## src/rtl/hmp_pkg.sv

```systemverilog
package hmp_pkg;
  typedef enum logic [2:0] {
    XS_IDLE,
    XS_REQ,
    XS_RDW,
    XS_FIN,
    XS_HOLD
  } hmp_st_e;

  localparam logic SPACE_DM = 1'b0;
  localparam logic SPACE_PM = 1'b1;
endpackage

```

## src/rtl/hmp_sync.sv

```systemverilog
module hmp_sync #(
  parameter int             WIDTH   = 4,
  parameter int             STAGES  = 2,
  parameter logic [WIDTH-1:0] RST_VAL = '0
) (
  input  logic             clk,
  input  logic             rst,
  input  logic [WIDTH-1:0] d,
  output logic [WIDTH-1:0] q
);
  logic [WIDTH-1:0] pipe [STAGES];

  always_ff @(posedge clk) begin
    if (rst) begin
      for (int i = 0; i < STAGES; i++) pipe[i] <= RST_VAL;
    end else begin
      pipe[0] <= d;
      for (int i = 1; i < STAGES; i++) pipe[i] <= pipe[i-1];
    end
  end

  assign q = pipe[STAGES-1];
endmodule

```

## src/rtl/hmp_addr.sv

```systemverilog
module hmp_addr
  import hmp_pkg::*;
#(
  parameter int ADDR_W = 14
) (
  input  logic              clk,
  input  logic              rst,
  input  logic              ld,
  input  logic [ADDR_W-1:0] ld_addr,
  input  logic              ld_space,
  input  logic              step,
  output logic [ADDR_W-1:0] addr,
  output logic              space,
  output logic              half
);
  logic [ADDR_W-1:0] addr_q;
  logic              space_q;
  logic              half_q;

  always_ff @(posedge clk) begin
    if (rst) begin
      addr_q  <= '0;
      space_q <= SPACE_DM;
      half_q  <= 1'b0;
    end else if (ld) begin
      addr_q  <= ld_addr;
      space_q <= ld_space;
      half_q  <= 1'b0;
    end else if (step) begin
      if (space_q == SPACE_PM && !half_q) begin
        half_q <= 1'b1;
      end else begin
        half_q <= 1'b0;
        addr_q <= addr_q + 1'b1;
      end
    end
  end

  assign addr  = addr_q;
  assign space = space_q;
  assign half  = half_q;

  AST_ADDR_STEP: assert property (@(posedge clk) disable iff (rst)
    step && (space_q == SPACE_DM || half_q) |=> addr_q == $past(addr_q) + 1'b1);
  AST_PM_FIRST_HALF: assert property (@(posedge clk) disable iff (rst)
    step && space_q == SPACE_PM && !half_q |=> $stable(addr_q) && half_q);
  AST_ADDR_HOLD: assert property (@(posedge clk) disable iff (rst)
    !ld && !step |=> $stable(addr_q) && $stable(space_q));
  AST_LOAD_PHASE: assert property (@(posedge clk) disable iff (rst)
    ld |=> !half_q);
endmodule

```

## src/rtl/hmp_xfer.sv

```systemverilog
module hmp_xfer
  import hmp_pkg::*;
#(
  parameter int BUS_W = 16,
  parameter int PM_W  = 24
) (
  input  logic             clk,
  input  logic             rst,
  input  logic             req_rise,
  input  logic             req_lvl,
  input  logic             is_wr,
  input  logic [BUS_W-1:0] bus_in,
  input  logic             space,
  input  logic             half,
  input  logic             mem_gnt,
  input  logic [PM_W-1:0]  mem_rdata,
  output logic             mem_req,
  output logic             mem_we,
  output logic [PM_W-1:0]  mem_wdata,
  output logic             ack,
  output logic             oe,
  output logic [BUS_W-1:0] rdata,
  output logic             step,
  output logic             idle
);
  localparam int LO_W  = PM_W - BUS_W;
  localparam int PAD_D = PM_W - BUS_W;
  localparam int PAD_L = BUS_W - LO_W;

  hmp_st_e           st_q;
  logic              wr_q;
  logic              ack_q;
  logic              oe_q;
  logic [BUS_W-1:0]  wr_hi_q;
  logic [LO_W-1:0]   rd_lo_q;
  logic [BUS_W-1:0]  rdata_q;
  logic [PM_W-1:0]   wdata_q;

  always_ff @(posedge clk) begin
    if (rst) begin
      st_q    <= XS_IDLE;
      wr_q    <= 1'b0;
      ack_q   <= 1'b1;
      oe_q    <= 1'b0;
      wr_hi_q <= '0;
      rd_lo_q <= '0;
      rdata_q <= '0;
      wdata_q <= '0;
    end else begin
      unique case (st_q)
        XS_IDLE: begin
          if (req_rise) begin
            ack_q <= 1'b0;
            wr_q  <= is_wr;
            oe_q  <= !is_wr;
            if (space == SPACE_DM) begin
              wdata_q <= {{PAD_D{1'b0}}, bus_in};
              st_q    <= XS_REQ;
            end else if (is_wr) begin
              if (!half) begin
                wr_hi_q <= bus_in;
                st_q    <= XS_FIN;
              end else begin
                wdata_q <= {wr_hi_q, bus_in[LO_W-1:0]};
                st_q    <= XS_REQ;
              end
            end else begin
              if (!half) begin
                st_q <= XS_REQ;
              end else begin
                rdata_q <= {{PAD_L{1'b0}}, rd_lo_q};
                st_q    <= XS_FIN;
              end
            end
          end
        end
        XS_REQ: begin
          if (mem_gnt) st_q <= wr_q ? XS_FIN : XS_RDW;
        end
        XS_RDW: begin
          if (space == SPACE_DM) begin
            rdata_q <= mem_rdata[BUS_W-1:0];
          end else begin
            rdata_q <= mem_rdata[PM_W-1 -: BUS_W];
            rd_lo_q <= mem_rdata[LO_W-1:0];
          end
          st_q <= XS_FIN;
        end
        XS_FIN: begin
          ack_q <= 1'b1;
          st_q  <= XS_HOLD;
        end
        XS_HOLD: begin
          if (!req_lvl) begin
            oe_q <= 1'b0;
            st_q <= XS_IDLE;
          end
        end
        default: st_q <= XS_IDLE;
      endcase
    end
  end

  assign mem_req   = (st_q == XS_REQ);
  assign mem_we    = wr_q;
  assign mem_wdata = wdata_q;
  assign ack       = ack_q;
  assign oe        = oe_q;
  assign rdata     = rdata_q;
  assign step      = (st_q == XS_FIN);
  assign idle      = (st_q == XS_IDLE);

  AST_REQ_HOLD: assert property (@(posedge clk) disable iff (rst)
    mem_req && !mem_gnt |=> mem_req && $stable(mem_wdata) && $stable(mem_we));
  AST_ACK_BUSY: assert property (@(posedge clk) disable iff (rst)
    mem_req |-> !ack_q);
  AST_OE_READ: assert property (@(posedge clk) disable iff (rst)
    oe_q |-> !wr_q);
  AST_PM_LOW_LOCAL: assert property (@(posedge clk) disable iff (rst)
    idle && req_rise && space == SPACE_PM && half && !is_wr |=> !mem_req);
endmodule

```

## src/rtl/host_mem_port.sv

```systemverilog
module host_mem_port
  import hmp_pkg::*;
#(
  parameter int ADDR_W      = 14,
  parameter int BUS_W       = 16,
  parameter int PM_W        = 24,
  parameter int SYNC_STAGES = 2
) (
  input  logic              clk,
  input  logic              rst,
  input  logic              hst_latch,
  input  logic              hst_sel_n,
  input  logic              hst_rd_n,
  input  logic              hst_wr_n,
  input  logic [BUS_W-1:0]  hst_ad_i,
  output logic [BUS_W-1:0]  hst_ad_o,
  output logic              hst_ad_oe,
  output logic              hst_ack,
  output logic              mem_req,
  output logic              mem_we,
  output logic              mem_space,
  output logic [ADDR_W-1:0] mem_addr,
  output logic [PM_W-1:0]   mem_wdata,
  input  logic              mem_gnt,
  input  logic [PM_W-1:0]   mem_rdata
);
  localparam int SPACE_BIT = ADDR_W;
  localparam int NSTROBE   = 4;

  logic [NSTROBE-1:0] strb_s;
  logic latch_s, sel_s_n, rd_s_n, wr_s_n;
  logic latch_prev, req_prev;
  logic req_s, req_rise, latch_fall, ld;
  logic step_w, idle_w, space_w, half_w;
  logic [ADDR_W-1:0] addr_w;

  hmp_sync #(
    .WIDTH  (NSTROBE),
    .STAGES (SYNC_STAGES),
    .RST_VAL(4'b1110)
  ) i_sync (
    .clk(clk),
    .rst(rst),
    .d  ({hst_sel_n, hst_rd_n, hst_wr_n, hst_latch}),
    .q  (strb_s)
  );

  assign sel_s_n = strb_s[3];
  assign rd_s_n  = strb_s[2];
  assign wr_s_n  = strb_s[1];
  assign latch_s = strb_s[0];

  assign req_s      = !sel_s_n && (!rd_s_n || !wr_s_n);
  assign req_rise   = req_s && !req_prev;
  assign latch_fall = !latch_s && latch_prev;
  assign ld         = latch_fall && hst_ack && idle_w;

  always_ff @(posedge clk) begin
    if (rst) begin
      latch_prev <= 1'b0;
      req_prev   <= 1'b0;
    end else begin
      latch_prev <= latch_s;
      req_prev   <= req_s;
    end
  end

  hmp_addr #(
    .ADDR_W(ADDR_W)
  ) i_addr (
    .clk     (clk),
    .rst     (rst),
    .ld      (ld),
    .ld_addr (hst_ad_i[ADDR_W-1:0]),
    .ld_space(hst_ad_i[SPACE_BIT]),
    .step    (step_w),
    .addr    (addr_w),
    .space   (space_w),
    .half    (half_w)
  );

  hmp_xfer #(
    .BUS_W(BUS_W),
    .PM_W (PM_W)
  ) i_xfer (
    .clk      (clk),
    .rst      (rst),
    .req_rise (req_rise),
    .req_lvl  (req_s),
    .is_wr    (!wr_s_n),
    .bus_in   (hst_ad_i),
    .space    (space_w),
    .half     (half_w),
    .mem_gnt  (mem_gnt),
    .mem_rdata(mem_rdata),
    .mem_req  (mem_req),
    .mem_we   (mem_we),
    .mem_wdata(mem_wdata),
    .ack      (hst_ack),
    .oe       (hst_ad_oe),
    .rdata    (hst_ad_o),
    .step     (step_w),
    .idle     (idle_w)
  );

  assign mem_addr  = addr_w;
  assign mem_space = space_w;

  AST_LATCH_GATED: assert property (@(posedge clk) disable iff (rst)
    latch_fall && !hst_ack && !step_w |=> $stable(mem_addr) && $stable(mem_space));
  AST_ADDR_REQ_STABLE: assert property (@(posedge clk) disable iff (rst)
    mem_req && !mem_gnt |=> $stable(mem_addr) && $stable(mem_space));
endmodule

```

## config.mk

```make
export PLATFORM = sky130hd
export DESIGN_NAME = host_mem_port
export DESIGN_NICKNAME = d
export VERILOG_FILES = /design/src/rtl/hmp_pkg.sv /design/src/rtl/hmp_sync.sv /design/src/rtl/hmp_addr.sv /design/src/rtl/hmp_xfer.sv /design/src/rtl/host_mem_port.sv
export SDC_FILE = /design/constraint.sdc
export NUM_CORES = 1
export LEC_CHECK = 0
export BUFFER_PORTS_ARGS = -buffer_cell sky130_fd_sc_hd__clkbuf_2
export CAP_MARGIN = 40
export CORE_UTILIZATION = 40
export CTS_CLUSTER_SIZE = 20
export DETAILED_ROUTE_END_ITERATION = 8
export PLACE_DENSITY = 0.73
export SLEW_MARGIN = 20
export SYNTH_ARGS = -nofsm -noshare
export SYNTH_HDL_FRONTEND = slang
export SYNTH_HIERARCHICAL = 1
export SYNTH_SLANG_ARGS = --single-unit
```

## constraint.sdc

```tcl
create_clock -name clk -period 2.95 [get_ports clk]
set_input_delay 0.7375 -clock clk [delete_from_list [all_inputs] [get_ports clk]]
set_output_delay 0.7375 -clock clk [all_outputs]
set_load 0.01 [all_outputs]
```

# == After elaboration in Yosys (flattened, before gate mapping) ==
# Memory sizes are Yosys's and may differ from the RTL's.
# Cells that the tools add are included.
# W data, S select, Z words.
# totals
register_bits,88
ram_bits,8
out_inout_bits,59
n_memories,1
# classes
n_addsub,1
n_eq_ne,13
mux,32
n_bitwise,4
reduce_logical,28
# memory_table
name,depth,word_bits,read_ports,rd_ports_with_merged_regs,wr,line_no,source
i_sync.pipe,2,4,2,0,2,hmp_sync.sv:11,logic [WIDTH-1:0] pipe [STAGES];
# op_table
op,n
$mux W16,5
$mux W24,3
$mux W14,3
$pmux W16 S2,1
$mux W3,5
$pmux W3 S5,1
$add A14 B1 Y14 const B,1
$ne A2 B1 Y1 const B,6
$reduce_and A5 Y1,2
$mux W1,8
$mux W4,2
$reduce_and A2 Y1,4
$reduce_bool A2 Y1,4
$eq A3 B2 Y1 const B,2
$logic_and A1 B1 Y1,6
$logic_not A1 Y1,6
$ne A2 B2 Y1 const B,3
$reduce_and A3 Y1,2
$mux W2,2
$pmux W1 S2,2
$reduce_and A4 Y1,1
$eq A3 B1 Y1 const B,1
$eq A3 B3 Y1 const B,1
$logic_not A3 Y1,1
4 further kinds,6

# == Depth between registers and ports, before layout ==
# Gate-level depths: netlist of run 1.
# An unclocked memory read counts as a cell.
# logic_depth
depth_word,7
ltp_mapped,10
mapped_depth_nobuf,7

# == Cells and area by module ==
# Netlist of run 1, hierarchy kept.
# by_module_without_submodules
mod,instances,cells_each,area_per_inst_um2,seq_area_each_um2
hmp_xfer,1,345,3221.8,1401.3
hmp_addr,1,110,910.9,320.3
hmp_sync,1,20,240.2,160.2
host_mem_port,1,8,80.1,40.0

# == Worst setup path after synthesis of run 1 ==
# OpenSTA, ideal clock, no wires.
# synth_path
path_type,register to register
from,memory i_sync.pipe[1][2] (netlist: i_sync/pipe[0][6])
to,register i_xfer.ack_q (netlist: i_xfer/ack)
setup_time_ns,0.120
arrival_ns,1.928
required_time_ns,2.830
setup_slack_ns,0.902
stages_incl_launch_ff,7
n_path_buf,3
synth_period_minus_slack_ns,2.048
cell_sequence,dfxtp_1 > buf_4 > a211oi_1 > or4b_1 > buf_4 > buf_6 > a211o_1
# synth_rtl
item,line_no,source
"start, declared",hmp_sync.sv:11,
"end signal, assigned",hmp_xfer.sv:43,ack_q <= 1'b1;
"end signal, assigned",hmp_xfer.sv:53,ack_q <= 1'b0;
"end signal, assigned",hmp_xfer.sv:90,ack_q <= 1'b1;
"end, declared",hmp_xfer.sv:32,logic ack_q;

# == Worst setup path after layout of run 1 ==
# layout_path
from,register i_xfer.st_q[0]
to,register i_addr.addr_q[7] (netlist: i_addr/addr[7])
# layout_via
elab_chain_len,4
# layout_rtl
item,line_no,source
"start, declared",hmp_xfer.sv:30,hmp_st_e st_q;
"start signal, assigned",hmp_xfer.sv:78,if (mem_gnt) st_q <= wr_q ? XS_FIN : XS_RDW;
$logic_not A3 Y1 *,hmp_xfer.sv:111,assign idle = (st_q == XS_IDLE);
via idle_w,host_mem_port.sv:34,"logic step_w, idle_w, space_w, half_w;"
$logic_and A1 B1 Y1 *,host_mem_port.sv:56,assign ld = latch_fall && hst_ack && idle_w;
via ld,host_mem_port.sv:33,"logic req_s, req_rise, latch_fall, ld;"
$ne A2 B1 Y1 (no line) or $reduce_bool A2 Y1 (tied branches),-,
$reduce_and A2 Y1 (no line),-,
"end signal, assigned",hmp_addr.sv:26,addr_q <= ld_addr;
"end signal, assigned",hmp_addr.sv:34,addr_q <= addr_q + 1'b1;
"end, declared",hmp_addr.sv:16,logic [ADDR_W-1:0] addr_q;
# Mark *: on every way through the listed nets, which the timed path passes. The rest lies on a longest branch.
# A chain may end at the register's enable or synchronous reset.

==> flow_summary.ini, run 1 <==
[floorplanning]
die_area_sq_um = 11560
ios = 106
fp.dieW_um = 107.5
fp.dieH_um = 107.5
initial_core_util = 0.4108
row_count = 38
core_area_sq_um = 10840

[layout]
post-route-util = 0.4806
fin_area_sq_um = 5210
fin_nets = 613
antenna_cells = 0
syn_to_final_growth_pct = 17.00
final_layout_size_suffix_gt1_frac = 0.2619
instances_no_fill = 709

[global_routing]
grt_pass1_wl_um = 18800
grt_usage = 0.2076
grt_max_degree = 58
grt_overflow = 0
grt_pass1_vias = 3785
antenna_found_initial = 0

[setup_path]
cp_top_family = simple AND/OR/NAND/NOR gates
crit_arrival_ps = 2820
end_kind = flop
start_kind = flop
critPathBufInv = 1
path_cells = or2_2, nor2_1, and4b_1, clkinv_1, a21o_1, a21oi_1, a22o_1
cp_slowest_cell = and4b_1
critPathMaxStageDelay_ps = 610
path_class = reg2reg
crit_fanout = 17
required_ps = 3270

[clock_network]
htree_levels = 3
numCtsBuffers = 9
clkLatencyLatePin_ps = 370
cts_hold_buffers = 0
cts_tree = built
cts_root_buf = clkbuf_8
post_cts_resized = 0
postCtsSetupBuffers = 0
clock_sinks = 96
clkTransAtPathRegs_ps = 90
cts_buffer_depth = 2

[synth]
synth_nets = 531
synth_edf_count = 0
synth.area.top_cells = dfxtp_1 43%, mux2i_1 8.8%, nand2b_1 5.2%
synth_area_sq_um = 4453
yosysWarnings = 6
yosysTopAreaCellShare = 0.4316
synth_top_area_cell = dfxtp_1
synth_ff_type = dfxtp_1
syn-mean-instance-area_sq_um = 9.220
synth_cell_types = 66
synth_seq_cells = 96
synth_most_common_cell = dfxtp_1
synthCells = 483
synth_common_cells = 96 x dfxtp_1, 39 x mux2i_1, 37 x nand2b_1
ys_seq_area_frac = 0.4316
ys_async_sr_fraction = 0

[detailed_routing]
drt_pass1_iterations = 4
vias = 3960
drc = 0
wire_per_inst_um = 16.24
ant_nets = 0
viasPerCell = 5.585
drt-total-wl_um = 11520
first_iter_violations = 209

[power]
p_sw_mw = 0.6080
intPower_mw = 1.858
p_total_mw = 2.466
power_frac_comb = 0.091
leakage_nw = 2.006
irDropWorstVdd_mv = 0.2189
pwr-share-seq = 0.548
powerDensity_nw_per_um2 = 473.2
clkPwrFrac = 0.361
switching_share = 0.2466

[placement]
placed_area_sq_um = 5006
dp_hpwl_um = 8138
place.gp.congestion = 0.8973
dp_worst_setup_slack_ps = 536.5
dp.cells = 694
numPortBuffers = 105

[sta]
maxSlewViolCount = 0
period_share = 0.8476
post-route-min-period_ps = 2500
relSlewSlack = 0.4714
max_freq_mhz = 399.9
finalHoldViolCount = 0
whs_ps = 409.3
fin_ws_ps = 449.6
setup-tns-final_ps = 0
worst_pin_slew_ps = 792.8
setup_violations = 0
grt_setup_unrepaired = no
skew_ps = 17.07

[status]
run_status = finished, final reports clean

[run]
maxCapViolCount = 0

[hold_path]
min_path_type = reg2reg
cell type report:
type / count / area (sq um)
clock buffers: 11 / 151.4
clock inverters: 4 / 52.55
fillers: 1064 / 5630
inverters: 6 / 22.52
multi-input cells: 338 / 2292
flip-flops and latches: 96 / 1923
well taps: 140 / 175.2
repair buffers: 114 / 593.1
state kept, by name, indices dropped and copies added, names as in the netlist, 3 cells and up:
register          count
i_xfer/mem_wdata     24
i_xfer/rdata         16
i_xfer/wr_hi_q       16
i_addr/addr          14
i_sync/pipe           8
i_xfer/rd_lo_q        8
i_xfer/st_q           3
logic make-up after synthesis:
group,synth area share
and+or+nand+nor,0.2009
muxes,0.1079
buffers and inverters,0.05366
xor gates and xnor gates,0.01574
adders and majority gates,0.002809
DFF,0.4316
AOI/OAI and AO/OA,0.1874
worst paths after layout:
check / startpoint / end / slack [ps] / cells after the start
min reg2reg: i_sync/pipe[0][1]$_SDFF_PP1_ / i_sync/pipe[0][5]$_SDFF_PP1_ / 410 / 1
max reg2reg: i_xfer/st_q[0]$_SDFFE_PP0P_ / i_addr/addr[7]$_SDFFE_PP0P_ / 450 / 7
max: i_xfer/st_q[0]$_SDFFE_PP0P_ / i_addr/addr[7]$_SDFFE_PP0P_ / 450 / 7
min: i_sync/pipe[0][1]$_SDFF_PP1_ / i_sync/pipe[0][5]$_SDFF_PP1_ / 410 / 1
routing by layer:
layer	vias to the layer above	global-route usage	routed length [um]
met5	-	0	0
met4	0	0.1018	273
met3	19	0.03632	794
met2	153	0.3448	5521
met1	1867	0.2585	4927
li1	1921	-	-
power by group through the flow:
stage	combinational (mW)	clock (mW)	sequential (mW)
global route	0.247	0.963	1.36
floorplan	0.130	0	1.38
detailed placement	0.223	0	1.38
finish	0.223	0.891	1.35
CTS	0.224	0.923	1.35
global placement	0.218	0	1.38
placed cells by master, fill, tap and decap left out, types with 2 or more instances in the layout:
master / count
a211o_1: 2
a211oi_1: 20
a21oi_1: 36
a221oi_1: 5
a311oi_1: 5
a31oi_1: 7
and3_1: 2
and4b_1: 2
buf_4: 9
clkbuf_2: 104
clkbuf_8: 11
dfxtp_1: 95
inv_1: 5
mux2_2: 8
mux2i_1: 39
nand2_1: 19
nand2b_1: 37
nand3_1: 15
nand4_1: 15
nor2_1: 24
nor2b_1: 9
nor3_1: 2
nor4_1: 3
o211ai_1: 10
o21ai_0: 27
o21ai_1: 2
o41a_1: 2
or2_1: 6
xor2_1: 7
Power figures use the tool's default switching activity.
==> inputs of run 2 (changes only) <==
Clock period 2.95 ns to 2.5 ns, I/O delays scaled along.
==> run 2 against run 1 <==
Compared with the run above: total power up 18%; sequential cell count unchanged; routed wire length grew 3.0%; utilization rose by 0.25 points; worst hold slack better by 13 ps; cell area grew 0.53%; critical path depth unchanged; sequential share of layout area is 0.19 points lower; sequential power up 18%; cell count up 0.71%; clock power is 18% higher; critical path type unchanged; largest cell class unchanged; largest power group unchanged.
==> flow_summary.ini, run 2 (synthesis gave the netlist of run 1 again) <==
[clock_network]
post_cts_resized = 0
htree_levels = 3
cts_tree = built
clock_sinks = 96
clkTransAtPathRegs_ps = 90
cts_buffer_depth = 2
clkLatencyLatePin_ps = 370
numCtsBuffers = 9
postCtsSetupBuffers = 0
cts_root_buf = clkbuf_8
cts_hold_buffers = 0

[floorplanning]
row_count = 38
core_area_sq_um = 10840
fp.dieH_um = 107.5
initial_core_util = 0.4108
fp.dieW_um = 107.5
ios = 106
die_area_sq_um = 11560

[layout]
fin_nets = 617
multi_input_area_sq_um = 2292
seqCellArea_sq_um = 1923
syn_to_final_growth_pct = 17.62
final_layout_size_suffix_gt1_frac = 0.2683
num-fill-cells = 1051
final_common_cell = clkbuf_2
layout_common_cells = 104 x clkbuf_2, 95 x dfxtp_1, 39 x mux2i_1
largest_register_ffs = 24
antenna_cells = 0

[sta]
period_share = 0.9124
max_freq_mhz = 438.4
relSlewSlack = 0.4784
maxSlewViolCount = 0
post-route-min-period_ps = 2281
whs_ps = 421.9
finalHoldViolCount = 0
setup_violations = 0
setup-tns-final_ps = 0
grt_setup_unrepaired = no
worst_pin_slew_ps = 782.4
skew_ps = 13.46

[power]
irDropWorstVdd_mv = 0.2455
leakage_nw = 2.022
powerDensity_nw_per_um2 = 555.8

[hold_path]
holdPathEnd = i_sync/pipe[0][6]$_SDFF_PP1_
holdCritStartpoint = i_sync/pipe[0][2]$_SDFF_PP1_
hold_path_depth = 1
min_path_type = reg2reg

[setup_path]
worst-r2r-setup-slack_ps = 220
path_class = reg2reg
end_kind = flop
worstRegToRegCells = 7
crit_arrival_ps = 2590
start_kind = flop
r2r-start = i_xfer/st_q[2]$_SDFFE_PP0P_
required_ps = 2810
crit_fanout = 17
reg2reg_to = i_addr/addr[7]$_SDFFE_PP0P_

[detailed_routing]
viasPerCell = 5.685
drt-total-wl_um = 11870
ant_nets = 0
wire_per_inst_um = 16.62
vias = 4059
drt_pass1_iterations = 4
first_iter_violations = 196
drc = 0

[global_routing]
grt_pass1_vias = 3806
grtUsageMet1 = 0.2620
grt_overflow = 0
antenna_found_initial = 0
met2_usage = 0.3571
use_met3 = 0.03935
busiest_layer = met2
grt_pass1_wl_um = 18930
grt_max_degree = 57
grt_usage = 0.2082

[placement]
place.gp.congestion = 0.8570
dp_hpwl_um = 8430
numPortBuffers = 105

[status]
run_status = finished, final reports clean

[run]
maxCapViolCount = 0
[run 2: layout make-up]
type / instances / area share
Timing Repair Buffer: 118 / 0.1190
Inverter: 6 / 0.004300
Clock inverter: 7 / 0.01481
Sequential cell: 96 / 0.3672
Multi-Input combinational cell: 338 / 0.4376
Clock buffer: 9 / 0.02365
Tap cell: 140 / 0.03344
[run 2: worst max-delay path, cell delays in order (launching register included)]
cell and delay, ps:
dfxtp_1 320, or2_2 440, nor2_1 160, and4b_1 620, o21bai_1 190, a21o_1 250
a21oi_1 130, a22o_1 130
[run 2: per-layer routing]
metal | vias up | share of wire
met5 | - | 0
met4 | 0 | 0.017
met3 | 18 | 0.062
met2 | 152 | 0.48
met1 | 1958 | 0.44
li1 | 1931 | -
[run 2: how the worst max path moves through the flow]
stage	start	endpoint	cells after the start
2_1_floorplan	i_sync/pipe[0][6]$_SDFF_PP1_	i_xfer/ack$_SDFFE_PP1P_	6
3_3_place_gp	i_xfer/st_q[2]$_SDFFE_PP0P_	i_addr/addr[13]$_SDFFE_PP0P_	7
3_5_place_dp	i_xfer/st_q[2]$_SDFFE_PP0P_	i_addr/addr[7]$_SDFFE_PP0P_	7
4_1_cts	i_xfer/st_q[2]$_SDFFE_PP0P_	i_addr/addr[7]$_SDFFE_PP0P_	7
5_1_grt	i_xfer/st_q[2]$_SDFFE_PP0P_	i_addr/addr[6]$_SDFFE_PP0P_	7
6_report	i_xfer/st_q[2]$_SDFFE_PP0P_	i_addr/addr[7]$_SDFFE_PP0P_	7
[run 2: per-stage QoR]
| step | setup WS, ps | instances | total power [mW] | instance area, sq um | utilization |
|---|---|---|---|---|---|
| after floorplan | 451.9 | 483 | 1.782 | 4453 | - |
| after global placement | 346.2 | 698 | 1.888 | 5036 | 0.4646 |
| after detailed placement | 258.8 | 698 | 1.900 | 5036 | 0.4646 |
| after CTS | 247.6 | 714 | 2.937 | 5238 | 0.4831 |
| after global routing | 12.72 | 714 | 3.035 | 5238 | 0.4831 |
| final | 218.9 | 714 | 2.911 | 5238 | 0.4831 |
[run 2: where the power goes]
part	total, mW	switching, mW	internal (mW)	leakage (nW)
logic	0.278	0.161	0.117	1.14
registers	1.59	0.0260	1.56	0.778
clock network	1.05	0.572	0.473	0.101
